<file path="src/rtl/pwr_pkg.sv">
package pwr_pkg;

  typedef enum logic [2:0] {
    MODE_RUN   = 3'b000,
    MODE_DOZE  = 3'b001,
    MODE_SLEEP = 3'b010,
    MODE_DEEP  = 3'b011,
    MODE_OFF   = 3'b100
  } pmode_e;

  // Control write field positions
  localparam int CTL_MODE_LSB = 0;
  localparam int CTL_MODE_W   = 3;
  localparam int CTL_LOCK_BIT = 3;
  localparam int CTL_CLK_BIT  = 4;
  localparam int CTL_LO_BIT   = 5;
  localparam int CTL_RCLR_BIT = 6;
  localparam int CTL_MIN_W    = 7;

  // Number of gating enables; bit i stays on while the mode rank is <= i
  localparam int GATE_N = 4;

  function automatic logic is_lp_code(input logic [2:0] code);
    return (code != 3'b000) && (code <= 3'b100);
  endfunction

  function automatic logic is_fast_clk_mode(input pmode_e m);
    return (m == MODE_RUN) || (m == MODE_DOZE);
  endfunction

endpackage

</file>
<file path="src/rtl/pwr_mode_fsm.sv">
module pwr_mode_fsm
  import pwr_pkg::*;
(
  input  logic        clk,
  input  logic        rst,
  input  logic        exit_req,
  input  logic        ctrl_we,
  input  logic [2:0]  mode_wr,
  input  logic        lo_wr,
  input  logic        pwr_en,
  input  logic        lock_q,
  output pmode_e      mode_q,
  output pmode_e      mode_d,
  output logic        lo_q,
  output logic        lo_d,
  output logic        reject_set
);

  logic entry_ok;
  logic req_lp;

  assign entry_ok = pwr_en & ~lock_q;
  assign req_lp   = is_lp_code(mode_wr);

  always_comb begin
    mode_d     = mode_q;
    lo_d       = lo_q;
    reject_set = 1'b0;
    if (exit_req) begin
      mode_d = MODE_RUN;
      lo_d   = 1'b0;
    end else if (ctrl_we) begin
      lo_d = lo_wr;
      if (mode_q == MODE_RUN && req_lp) begin
        if (entry_ok) begin
          mode_d = pmode_e'(mode_wr);
        end else begin
          reject_set = 1'b1;
        end
      end
    end
  end

  always_ff @(posedge clk) begin
    if (rst) begin
      mode_q <= MODE_RUN;
      lo_q   <= 1'b0;
    end else begin
      mode_q <= mode_d;
      lo_q   <= lo_d;
    end
  end

endmodule

</file>
<file path="src/rtl/pwr_cfg_regs.sv">
module pwr_cfg_regs
  import pwr_pkg::*;
#(
  parameter int          DIV_W      = 4,
  parameter int          DATA_W     = 8,
  parameter logic [DIV_W-1:0] DIV_HI_RST = 1,
  parameter logic [DIV_W-1:0] DIV_LO_RST = 8,
  parameter logic        LOCK_RST   = 1'b0
)(
  input  logic              clk,
  input  logic              rst,
  input  logic              ctrl_we,
  input  logic              div_we,
  input  logic [DATA_W-1:0] wr_data,
  input  logic              in_doze,
  input  logic              reject_set,
  output logic              lock_q,
  output logic              clksrc_q,
  output logic              rej_q,
  output logic [DIV_W-1:0]  div_hi_d,
  output logic [DIV_W-1:0]  div_lo_d
);

  localparam int HI_LSB = 0;
  localparam int LO_LSB = DIV_W;

  logic [DIV_W-1:0] div_hi_q;
  logic [DIV_W-1:0] div_lo_q;
  logic             lock_d;
  logic             clksrc_d;
  logic             rej_d;

  always_comb begin
    lock_d   = lock_q;
    clksrc_d = clksrc_q;
    rej_d    = rej_q;
    if (ctrl_we) begin
      lock_d = wr_data[CTL_LOCK_BIT];
      if (!in_doze) begin
        clksrc_d = wr_data[CTL_CLK_BIT];
      end
      if (wr_data[CTL_RCLR_BIT]) begin
        rej_d = 1'b0;
      end
    end
    if (reject_set) begin
      rej_d = 1'b1;
    end
  end

  always_comb begin
    div_hi_d = div_hi_q;
    div_lo_d = div_lo_q;
    if (div_we) begin
      div_hi_d = wr_data[HI_LSB +: DIV_W];
      div_lo_d = wr_data[LO_LSB +: DIV_W];
    end
  end

  always_ff @(posedge clk) begin
    if (rst) begin
      lock_q   <= LOCK_RST;
      clksrc_q <= 1'b0;
      rej_q    <= 1'b0;
      div_hi_q <= DIV_HI_RST;
      div_lo_q <= DIV_LO_RST;
    end else begin
      lock_q   <= lock_d;
      clksrc_q <= clksrc_d;
      rej_q    <= rej_d;
      div_hi_q <= div_hi_d;
      div_lo_q <= div_lo_d;
    end
  end

endmodule

</file>
<file path="src/rtl/pwr_out_stage.sv">
module pwr_out_stage
  import pwr_pkg::*;
#(
  parameter int               DIV_W      = 4,
  parameter logic [DIV_W-1:0] DIV_HI_RST = 1
)(
  input  logic              clk,
  input  logic              rst,
  input  pmode_e            mode_d,
  input  logic              lo_d,
  input  logic [DIV_W-1:0]  div_hi_d,
  input  logic [DIV_W-1:0]  div_lo_d,
  output logic [DIV_W-1:0]  div_o,
  output logic [GATE_N-1:0] gate_o
);

  logic [DIV_W-1:0] div_sel;

  always_comb begin
    if (!is_fast_clk_mode(mode_d)) begin
      div_sel = '0;
    end else if (lo_d) begin
      div_sel = div_lo_d;
    end else begin
      div_sel = div_hi_d;
    end
  end

  always_ff @(posedge clk) begin
    if (rst) begin
      div_o <= DIV_HI_RST;
    end else begin
      div_o <= div_sel;
    end
  end

  // Deeper modes have larger codes; each enable drops out once the rank passes it
  for (genvar gi = 0; gi < GATE_N; gi++) begin : g_gate
    localparam logic [2:0] RANK_MAX = 3'(gi);
    always_ff @(posedge clk) begin
      if (rst) begin
        gate_o[gi] <= 1'b1;
      end else begin
        gate_o[gi] <= (mode_d <= RANK_MAX);
      end
    end
  end

endmodule

</file>
<file path="src/rtl/pwr_mode_seq.sv">
module pwr_mode_seq
  import pwr_pkg::*;
#(
  parameter int               DIV_W      = 4,
  parameter int               DATA_W     = 8,
  parameter logic [DIV_W-1:0] DIV_HI_RST = 1,
  parameter logic [DIV_W-1:0] DIV_LO_RST = 8,
  parameter logic             LOCK_RST   = 1'b0
)(
  input  logic              clk,
  input  logic              rst,
  input  logic              pwr_en_i,
  input  logic              exit_i,
  input  logic              wr_en_i,
  input  logic              wr_sel_i,
  input  logic [DATA_W-1:0] wr_data_i,
  output logic [2:0]        mode_o,
  output logic              lo_state_o,
  output logic [DIV_W-1:0]  div_o,
  output logic [3:0]        gate_en_o,
  output logic              clksrc_o,
  output logic              lock_o,
  output logic              rejected_o
);

  // DATA_W must cover both the control fields and two divider fields
  localparam int NEED_W = (2 * DIV_W > CTL_MIN_W) ? 2 * DIV_W : CTL_MIN_W;
  if (DATA_W < NEED_W) begin : g_bad_width
    initial $error("pwr_mode_seq: DATA_W too small");
  end

  logic             ctrl_we;
  logic             div_we;
  pmode_e           mode_q;
  pmode_e           mode_d;
  logic             lo_q;
  logic             lo_d;
  logic             reject_set;
  logic             lock_q;
  logic             clksrc_q;
  logic             rej_q;
  logic [DIV_W-1:0] div_hi_d;
  logic [DIV_W-1:0] div_lo_d;

  assign ctrl_we = wr_en_i & ~wr_sel_i & ~exit_i;
  assign div_we  = wr_en_i &  wr_sel_i;

  pwr_mode_fsm u_fsm (
    .clk        (clk),
    .rst        (rst),
    .exit_req   (exit_i),
    .ctrl_we    (ctrl_we),
    .mode_wr    (wr_data_i[CTL_MODE_LSB +: CTL_MODE_W]),
    .lo_wr      (wr_data_i[CTL_LO_BIT]),
    .pwr_en     (pwr_en_i),
    .lock_q     (lock_q),
    .mode_q     (mode_q),
    .mode_d     (mode_d),
    .lo_q       (lo_q),
    .lo_d       (lo_d),
    .reject_set (reject_set)
  );

  pwr_cfg_regs #(
    .DIV_W      (DIV_W),
    .DATA_W     (DATA_W),
    .DIV_HI_RST (DIV_HI_RST),
    .DIV_LO_RST (DIV_LO_RST),
    .LOCK_RST   (LOCK_RST)
  ) u_regs (
    .clk        (clk),
    .rst        (rst),
    .ctrl_we    (ctrl_we),
    .div_we     (div_we),
    .wr_data    (wr_data_i),
    .in_doze    (mode_q == MODE_DOZE),
    .reject_set (reject_set),
    .lock_q     (lock_q),
    .clksrc_q   (clksrc_q),
    .rej_q      (rej_q),
    .div_hi_d   (div_hi_d),
    .div_lo_d   (div_lo_d)
  );

  pwr_out_stage #(
    .DIV_W      (DIV_W),
    .DIV_HI_RST (DIV_HI_RST)
  ) u_out (
    .clk      (clk),
    .rst      (rst),
    .mode_d   (mode_d),
    .lo_d     (lo_d),
    .div_hi_d (div_hi_d),
    .div_lo_d (div_lo_d),
    .div_o    (div_o),
    .gate_o   (gate_en_o)
  );

  assign mode_o     = mode_q;
  assign lo_state_o = lo_q;
  assign clksrc_o   = clksrc_q;
  assign lock_o     = lock_q;
  assign rejected_o = rej_q;

endmodule

</file>
<file path="config.mk">
export PLATFORM = sky130hd
export DESIGN_NAME = pwr_mode_seq
export DESIGN_NICKNAME = d
export VERILOG_FILES = /design/src/rtl/pwr_pkg.sv /design/src/rtl/pwr_mode_fsm.sv /design/src/rtl/pwr_cfg_regs.sv /design/src/rtl/pwr_out_stage.sv /design/src/rtl/pwr_mode_seq.sv
export SDC_FILE = /design/constraint.sdc
export NUM_CORES = 1
export LEC_CHECK = 0
export ABC_AREA = 1
export BUFFER_PORTS_ARGS = -buffer_cell sky130_fd_sc_hd__buf_2
export CAP_MARGIN = 20
export CORE_MARGIN = 8
export CORE_UTILIZATION = 35
export DETAILED_ROUTE_END_ITERATION = 8
export MAX_ROUTING_LAYER = met4
export PLACE_DENSITY = 0.57
export SKIP_CTS_REPAIR_TIMING = 1
export SKIP_LAST_GASP = 1
export SYNTH_ARGS = -nofsm -noshare
export SYNTH_HDL_FRONTEND = slang
export SYNTH_SLANG_ARGS = --single-unit
</file>
<file path="constraint.sdc">
create_clock -name clk -period 1.7 [get_ports clk]
set_input_delay 0.17 -clock clk [delete_from_list [all_inputs] [get_ports clk]]
set_output_delay 0.17 -clock clk [all_outputs]
set_load 0.1 [all_outputs]
</file>
==> flow_summary.json, run 1 <==
{
  "fin_tns_setup_ns": 0,
  "status": "completed",
  "critPathKind": "reg -> out",
  "final-max-slew-violation-count": 0,
  "route.detailed.drc": 0,
  "end_kind": "output port",
  "cts_sinks": 23,
  "worstSkewPairLatency_ns": 0.32,
  "drt-vias-per-instance": 4.31,
  "grt_max_degree": 13,
  "hpwl_mm": 1.72,
  "power_frac_comb_pct": 19.6,
  "fp.coreArea_um2": 2690,
  "diodes": 0,
  "root_buffer": "clkbuf_4",
  "fin_crit_sh_pct": 76.6,
  "crit_chain": "buf_2",
  "cp_max_fo": 3,
  "cpMaxStageDelayCell": "buf_2",
  "finalPower_uw": 1020,
  "final_hold_viol_count": 0,
  "drive_gt1_share_pct": 29.6,
  "swShare_pct": 31.7,
  "antenna_found_initial": 0,
  "p_seq_share_pct": 55.2,
  "wl_per_cell_um": 11.4,
  "die_width_um": 68.7,
  "switchingPower_uw": 325,
  "die_y_um": 68.7,
  "fin_worst_skew_ns": 0.0119,
  "clkPwrFrac_pct": 25.2,
  "critPathRequiredTime_ns": 1.53,
  "worst_slew_pin_slew_ns": 0.505,
  "synth_seq_cells": 23,
  "cts_tree": "done",
  "maxCapViolCount": 0,
  "layout.nets": 174,
  "port_buffers": 28,
  "hold_path.class": "in -> reg",
  "initial_utilization_pct": 36.2,
  "layout_common_cells": "buf_2 (28), nand2_1 (25), inv_1 (22), nor2_1 (22), dfxtp_1 (21)",
  "p_leak_uw": 0.000622,
  "ioPinCount": 29,
  "cts_buffer_depth": 2,
  "die_area_um2": 4720,
  "p_int_uw": 700,
  "yosysSeqAreaShare_pct": 47.4,
  "numCtsBuffers": 3,
  "syn_inst": 129,
  "grt_pass1_vias": 843,
  "cts_max_level": 1,
  "multiInputGateArea_um2": 410,
  "regArea_um2": 463,
  "first_iter_violations": 60,
  "rsz0062_at_grt": "no",
  "wl_mm": 2.16,
  "area_growth_pct": 19.8,
  "track_usage_pct": 10.7,
  "grt_pass1_wl_mm": 3.71,
  "grt_overflow": 0,
  "max_freq_mhz": 768,
  "avgSynthCellArea_um2": 7.54,
  "final_common_cell": "buf_2",
  "powerDensity_nw_per_um2": 880,
  "peakVddDrop_v": 0.000516,
  "maxSlewHeadroom_pct": 66.3,
  "synthesis.area_um2": 972,
  "clk_pin_slew_worst_paths_ns": 0.13,
  "crit_path_start_kind": "flip-flop",
  "synth.distinct_cells": 21,
  "yosys_warnings": 0,
  "gp_congestion": 0.778,
  "route.vias.total": 819,
  "rows": 19,
  "crit_arrival_ns": 1.13,
  "ant_nets": 0,
  "crit_buf_inv": 1,
  "max_stage_delay_ns": 0.44,
  "setup_viol": 0,
  "fin_util_pct": 43.4,
  "drt_first_pass_iters": 4,
  "fin_crit_ns": 1.30,
  "syn-num-nets": 143,
  "path_delay_family": "buffers and inverters",
  "nFillCells": 284
}
## tightest hold or removal path: stages
cell and delay, ns:
buf_2 0.11, nand3_1 0.07, a21oi_1 0.06
## metrics by stage
stage | instance area (um^2) | setup slack, ns | hold WS, ns | std cells
after floorplan | 975 | 0.0139 | 0.314 | 129
after global placement | 1140 | 0.358 | 0.437 | 186
after detailed placement | 1140 | 0.333 | 0.447 | 186
after CTS | 1160 | 0.386 | 0.114 | 190
after global routing | 1160 | 0.271 | 0.137 | 190
final | 1160 | 0.398 | 0.120 | 190
## routing by layer
| metal | track usage [%] | vias to the layer above | share of wire (%) |
|---|---|---|---|
| li1 | - | 451 | - |
| met1 | 12.7 | 343 | 50 |
| met2 | 16.3 | 20 | 41 |
| met3 | 3.07 | 5 | 6.9 |
| met4 | 5.26 | 0 | 2.2 |
| met5 | - | - | 0 |
## power groups by stage
stage                     Combinational (uW)  Clock [uW]  Sequential [uW]
after floorplan                         78.4           0              658
after global placement                   200           0              577
after detailed placement                 202           0              578
after CTS                                202         267              566
after global routing                     218         290              567
final                                    201         258              565
## cells in the mapped netlist
master,number,area share [%]
nand2_1,25,9.7
dfxtp_1,23,47
inv_1,22,8.5
nor2_1,22,8.5
nand3_1,8,4.1
a21oi_1,5,2.6
mux2i_1,3,3.1
nand2_2,3,1.9
nand3_2,2,2.1
nor2_2,2,1.3
o21ai_0,2,1.0
o21ai_1,2,1.0
o21ai_2,2,1.8
a21oi_2,1,0.90
buf_6,1,1.2
clkbuf_1,1,0.39
inv_2,1,0.39
nand2_4,1,1.2
nor2_4,1,1.2
o211ai_2,1,1.3
or2_0,1,0.64
## cells by family (layout without fill, tap and decap cells)
family | count (synthesis) | in the layout | synth area share, %
AO/OA/AOI/OAI | 13 | 13 | 8.62
buffers and inverters | 25 | 55 | 10.4
flip-flops | 23 | 23 | 47.4
multiplexers | 3 | 3 | 3.09
AND/OR/NAND/NOR | 65 | 65 | 30.5
## final cells by class
class | instances | share of cell area [%]
Tap cell | 31 | 3.33
Multi-Input combinational cell | 81 | 35.2
Sequential cell | 23 | 39.7
Timing Repair Buffer | 28 | 12.0
Clock buffer | 4 | 2.26
Inverter | 23 | 7.41
## registers in the layout (all words and copies together) (netlist names), 3 cells and up
register / count
u_out.div_o: 4
u_out.gate_o: 4
u_regs.div_hi_q: 4
u_regs.div_lo_q: 4
u_fsm.mode_q: 3
## path summary, 6_finish.rpt
kind / cells past startpoint / end / slack (ns) / from
max: 1 / mode_o[2] / 0.40 / u_fsm.mode_q[2]
max reg2reg: 8 / u_out.div_o[0] / 0.41 / u_fsm.mode_q[1]
min reg2reg: 2 / u_regs.clksrc_q / 0.47 / u_regs.clksrc_q
min: 3 / u_regs.clksrc_q / 0.12 / wr_data_i[4]
Power figures use the tool's default switching activity.
==> inputs of run 2 (changes only) <==
- clock period: 1.7 -> 1.2 ns (I/O delays scaled with it)
==> run 2 against run 1 <==
Effect of this change: final area rose by 17%; sequential share of layout area is 4.4 points lower; first-iteration DRC count down 65%; global-route usage is 0.17 points higher; total power is 42% higher; non-clock buffer count grew 8.
==> flow_summary.json, run 2 (synthesis results as in run 1) <==
{
  "layout.nets": 182,
  "ant_nets": 0,
  "switchingPower_uw": 454,
  "grt_overflow": 0,
  "power_frac_comb_pct": 21.3,
  "powerDensity_nw_per_um2": 1070,
  "hold_path.class": "in -> reg",
  "peakVddDrop_v": 0.000610,
  "layout_common_cells": "inv_1 (22), nor2_1 (21), nand2_1 (20), dfxtp_1 (16), clkbuf_4 (14)",
  "final_common_cell": "inv_1",
  "status": "completed",
  "max_freq_mhz": 836,
  "wl_per_cell_um": 11.4,
  "regArea_um2": 482,
  "drt-vias-per-instance": 4.43,
  "final-max-slew-violation-count": 0,
  "max_stage_delay_ns": 0.37,
  "fp.coreArea_um2": 2690,
  "r2r-end": "u_out.gate_o[1]",
  "route.vias.total": 877,
  "cts_tree": "done",
  "wl_mm": 2.27,
  "port_buffers": 28,
  "p_seq_share_pct": 54.5,
  "critPathRequiredTime_ns": 1.41,
  "die_area_um2": 4720,
  "numCtsBuffers": 3,
  "r2r-start": "u_fsm.mode_q[1]",
  "layout.cells.non_filler": 198,
  "maxSlewHeadroom_pct": 79.7,
  "reg2regPathDepth": 8,
  "final_hold_viol_count": 0,
  "crit_top_cell": "nand2_2",
  "grt_max_degree": 13,
  "place_inst": 191,
  "route.detailed.drc": 0,
  "cts_sinks": 23,
  "path_delay_family": "simple AND/OR/NAND/NOR gates",
  "p_leak_uw": 0.000695,
  "cts_max_level": 1,
  "design_area_um2": 1360,
  "track_usage_pct": 10.9,
  "worst_slew_pin_slew_ns": 0.306,
  "nFillCells": 274,
  "fin_crit_sh_pct": 99.6,
  "grt_pass1_vias": 865,
  "clkPwrFrac_pct": 24.2,
  "grt_pass1_wl_mm": 3.80,
  "diodes": 0,
  "rsz0062_at_grt": "yes",
  "cp_max_fo": 4,
  "worstSkewPairLatency_ns": 0.31,
  "ioPinCount": 29,
  "die_width_um": 68.7,
  "crit_path_start_kind": "flip-flop",
  "crit_chain": "nor2_4 > nand2_2 > nor2_4 > nand3_1 > nand2_2 > nand2_1 > nand2_2 > inv_1",
  "end_kind": "flip-flop",
  "hold_path_end": "u_regs.div_lo_q[3]",
  "drive_gt1_share_pct": 40.1,
  "hpwl_mm": 1.83,
  "die_y_um": 68.7,
  "place_area_um2": 1260,
  "setup_viol": 0,
  "initial_utilization_pct": 36.2,
  "cpMaxStageDelayCell": "dfxtp_4",
  "cts_buffer_depth": 2,
  "r2r_slack_ns": 0.005,
  "critPathLaunch": "u_fsm.mode_q[1]",
  "clk_pin_slew_worst_paths_ns": 0.13,
  "fin_worst_skew_ns": 0.0113,
  "min_from": "wr_data_i[7]",
  "critPathKind": "reg -> reg",
  "holdPathStages": 3,
  "fin_crit_ns": 1.20,
  "p_int_uw": 1000,
  "maxCapViolCount": 0,
  "multiInputGateArea_um2": 440,
  "rows": 19,
  "root_buffer": "clkbuf_4",
  "first_iter_violations": 21,
  "area_growth_pct": 40.0,
  "antenna_found_initial": 0,
  "crit_arrival_ns": 1.41,
  "crit_buf_inv": 1,
  "swShare_pct": 31.1,
  "gp_congestion": 0.858,
  "drt_first_pass_iters": 4
}
[run 2: stage by stage]
step | setup WS, ns | power (uW) | utilization [%] | hold slack (ns) | setup TNS (ns)
finish | 0.00451 | 1460 | 50.7 | 0.0748 | 0
global route | -0.0761 | 1540 | 50.7 | 0.0683 | -0.423
CTS | -0.0344 | 1470 | 47.8 | 0.0712 | -0.109
detailed placement | -0.0123 | 1110 | 46.8 | 0.402 | -0.0294
global placement | 0.0346 | 1110 | 46.8 | 0.393 | 0
floorplan | -0.0490 | 1040 | - | 0.264 | -0.245
[run 2: cell type report]
class | instances | share of cell area (%)
tap | 31 | 2.85
clock buffer | 4 | 1.93
inverter | 23 | 6.34
sequential | 23 | 35.4
timing repair buffer | 36 | 21.1
multi-input combinational | 81 | 32.4
[run 2: per-layer routing]
| metal | part of all wire [%] | GRT usage, % |
|---|---|---|
| met4 | 2.0 | 4.26 |
| met1 | 45 | 12.7 |
| met3 | 5.4 | 4.04 |
| met2 | 48 | 16.5 |
| met5 | 0 | - |
[run 2: worst max-delay path by stage]
stage	cells past startpoint	endpoint	slack, ns
CTS	8	u_out.gate_o[1]	-0.03
detailed placement	8	u_out.gate_o[1]	-0.01
global route	8	u_out.gate_o[0]	-0.08
finish	8	u_out.gate_o[1]	0.005
floorplan	8	u_out.gate_o[0]	-0.05
global placement	8	u_out.div_o[0]	0.03
[run 2: worst register-to-register path: cells and delay by family, from the launching register on]
| kind | cells | cell delay (ns) |
|---|---|---|
| simple gates | 7 | 0.70 |
| buf+inv | 1 | 0.04 |
| flops | 1 | 0.37 |
[run 2: power by group through the flow]
| stage | Clock, uW | Combinational [uW] | Sequential (uW) |
|---|---|---|---|
| 2_1_floorplan | 0 | 112 | 924 |
| 3_3_place_gp | 0 | 298 | 810 |
| 3_5_place_dp | 0 | 300 | 811 |
| 4_1_cts | 373 | 300 | 794 |
| 5_1_grt | 407 | 335 | 798 |
| 6_report | 353 | 311 | 794 |
==> inputs of run 3 (changes only) <==
- RECOVER_POWER: default -> 25
==> run 3 against run 2 <==
Effect of this change: combinational power about the same; sequential power about the same; non-clock buffer count unchanged; critical path depth unchanged; setup slack about the same; first-iteration DRC count decreased by 4.8%; clock power about the same; critical endpoint unchanged; sequential cell count unchanged; die area unchanged; sequential share of layout area increased by 0.23 points; largest power group unchanged; clock skew about the same.
==> flow_summary.json, run 3 (synthesis results as in run 1) <==
{
  "layout_common_cells": "inv_1 (22), nor2_1 (21), nand2_1 (20), dfxtp_1 (16), clkbuf_4 (14)",
  "critPathRequiredTime_ns": 1.41,
  "multiInputGateArea_um2": 435,
  "clk_pin_slew_worst_paths_ns": 0.13,
  "nFillCells": 274,
  "path_depth": 8,
  "final-max-slew-violation-count": 0,
  "drive_gt1_share_pct": 38.9,
  "maxSlewHeadroom_pct": 64.3,
  "cts_max_level": 1,
  "place_area_um2": 1260,
  "crit_chain": "nor2_4 > nand2_2 > nor2_4 > nand3_1 > nand2_2 > nand2_1 > nand2_2 > inv_1",
  "root_buffer": "clkbuf_4",
  "crit_path_start_kind": "flip-flop",
  "cp_max_fo": 4,
  "port_buffers": 28,
  "peakVddDrop_v": 0.000607,
  "crit_buf_inv": 1,
  "max_stage_delay_ns": 0.37,
  "wl_per_cell_um": 11.5,
  "first_iter_violations": 20,
  "powerDensity_nw_per_um2": 1080,
  "fin_crit_sh_pct": 99.6,
  "cts_sinks": 23,
  "final_common_cell": "inv_1",
  "hold_ws_ns": 0.0734,
  "layout.nets": 182,
  "grt_max_degree": 13,
  "fin_tns_setup_ns": 0,
  "holdPathStages": 3,
  "fp.coreArea_um2": 2690,
  "area_growth_pct": 39.1,
  "crit_arrival_ns": 1.41,
  "cts_buffer_depth": 2,
  "setup_viol": 0,
  "track_usage_pct": 10.9,
  "ant_nets": 0,
  "hold_path.class": "in -> reg",
  "maxCapViolCount": 0,
  "drt-vias-per-instance": 4.40,
  "ioPinCount": 29,
  "critPathKind": "reg -> reg",
  "grt_overflow": 0,
  "status": "completed",
  "die_area_um2": 4720,
  "die_width_um": 68.7,
  "final_hold_viol_count": 0,
  "setup_ws_ns": 0.00447,
  "diodes": 0,
  "cts_tree": "done",
  "die_y_um": 68.7,
  "design_area_um2": 1350,
  "hpwl_mm": 1.83,
  "rows": 19,
  "wl_mm": 2.28,
  "drt_first_pass_iters": 4,
  "regArea_um2": 482,
  "p_leak_uw": 0.000689,
  "grt_pass1_vias": 865,
  "fin_crit_ns": 1.20,
  "worstSkewPairLatency_ns": 0.31,
  "antenna_found_initial": 0,
  "gp_congestion": 0.858,
  "path_delay_family": "simple AND/OR/NAND/NOR gates",
  "grt_pass1_wl_mm": 3.80,
  "fin_worst_skew_ns": 0.0113,
  "route.vias.total": 872,
  "reg2regPathDepth": 8,
  "initial_utilization_pct": 36.2,
  "place_ws_ns": -0.0123,
  "crit_top_cell": "nand2_2",
  "numCtsBuffers": 3,
  "cpMaxStageDelayCell": "dfxtp_4",
  "route.detailed.drc": 0,
  "rsz0062_at_grt": "yes",
  "worst_slew_pin_slew_ns": 0.536,
  "max_freq_mhz": 836,
  "finalPower_uw": 1460,
  "end_kind": "flip-flop"
}
[run 3: cell types whose count changed in the layout (fill, tap and decap cells not counted)]
cell / change
o211ai_2: -1
o211ai_1: +1
clkbuf_1: +1
buf_4: -1
[run 3: worst paths after layout]
check,from,end,slack (ns)
worst max register to register,u_fsm.mode_q[1],u_out.gate_o[1],0.004
worst max-delay path,u_fsm.mode_q[1],u_out.gate_o[1],0.004
worst min register to register,u_regs.clksrc_q,u_regs.clksrc_q,0.47
worst min-delay path,wr_data_i[7],u_regs.div_lo_q[3],0.07
[run 3: worst reg2reg max path, delay by kind of cell, from the launching register on]
family	cells	cell delay (ns)
simple gates	7	0.70
buf+inv	1	0.04
flops	1	0.37
[run 3: routing by layer]
metal	GRT usage, %	part of all wire [%]
met1	12.7	45
met2	16.5	48
met3	4.04	5.4
met4	4.26	1.9
met5	-	0
[run 3: final cells by class]
class                           instances  share of cell area (%)
Tap cell                               31                    2.87
Sequential cell                        23                    35.6
Timing Repair Buffer                   36                    21.0
Multi-Input combinational cell         81                    32.2
Inverter                               23                    6.38
Clock buffer                            4                    1.94
[run 3: power breakdown]
group	internal [uW]	switching, uW	total [uW]
Clock	130	225	355
Combinational	87.9	220	308
Sequential	785	9.47	794
Total	1000	454	1460
[run 3: stage by stage]
step / cells / utilization, %
6_report: 198 / 50.3
4_1_cts: 195 / 47.8
3_3_place_gp: 191 / 46.8
3_5_place_dp: 191 / 46.8
2_1_floorplan: 129 / -
5_1_grt: 198 / 50.3
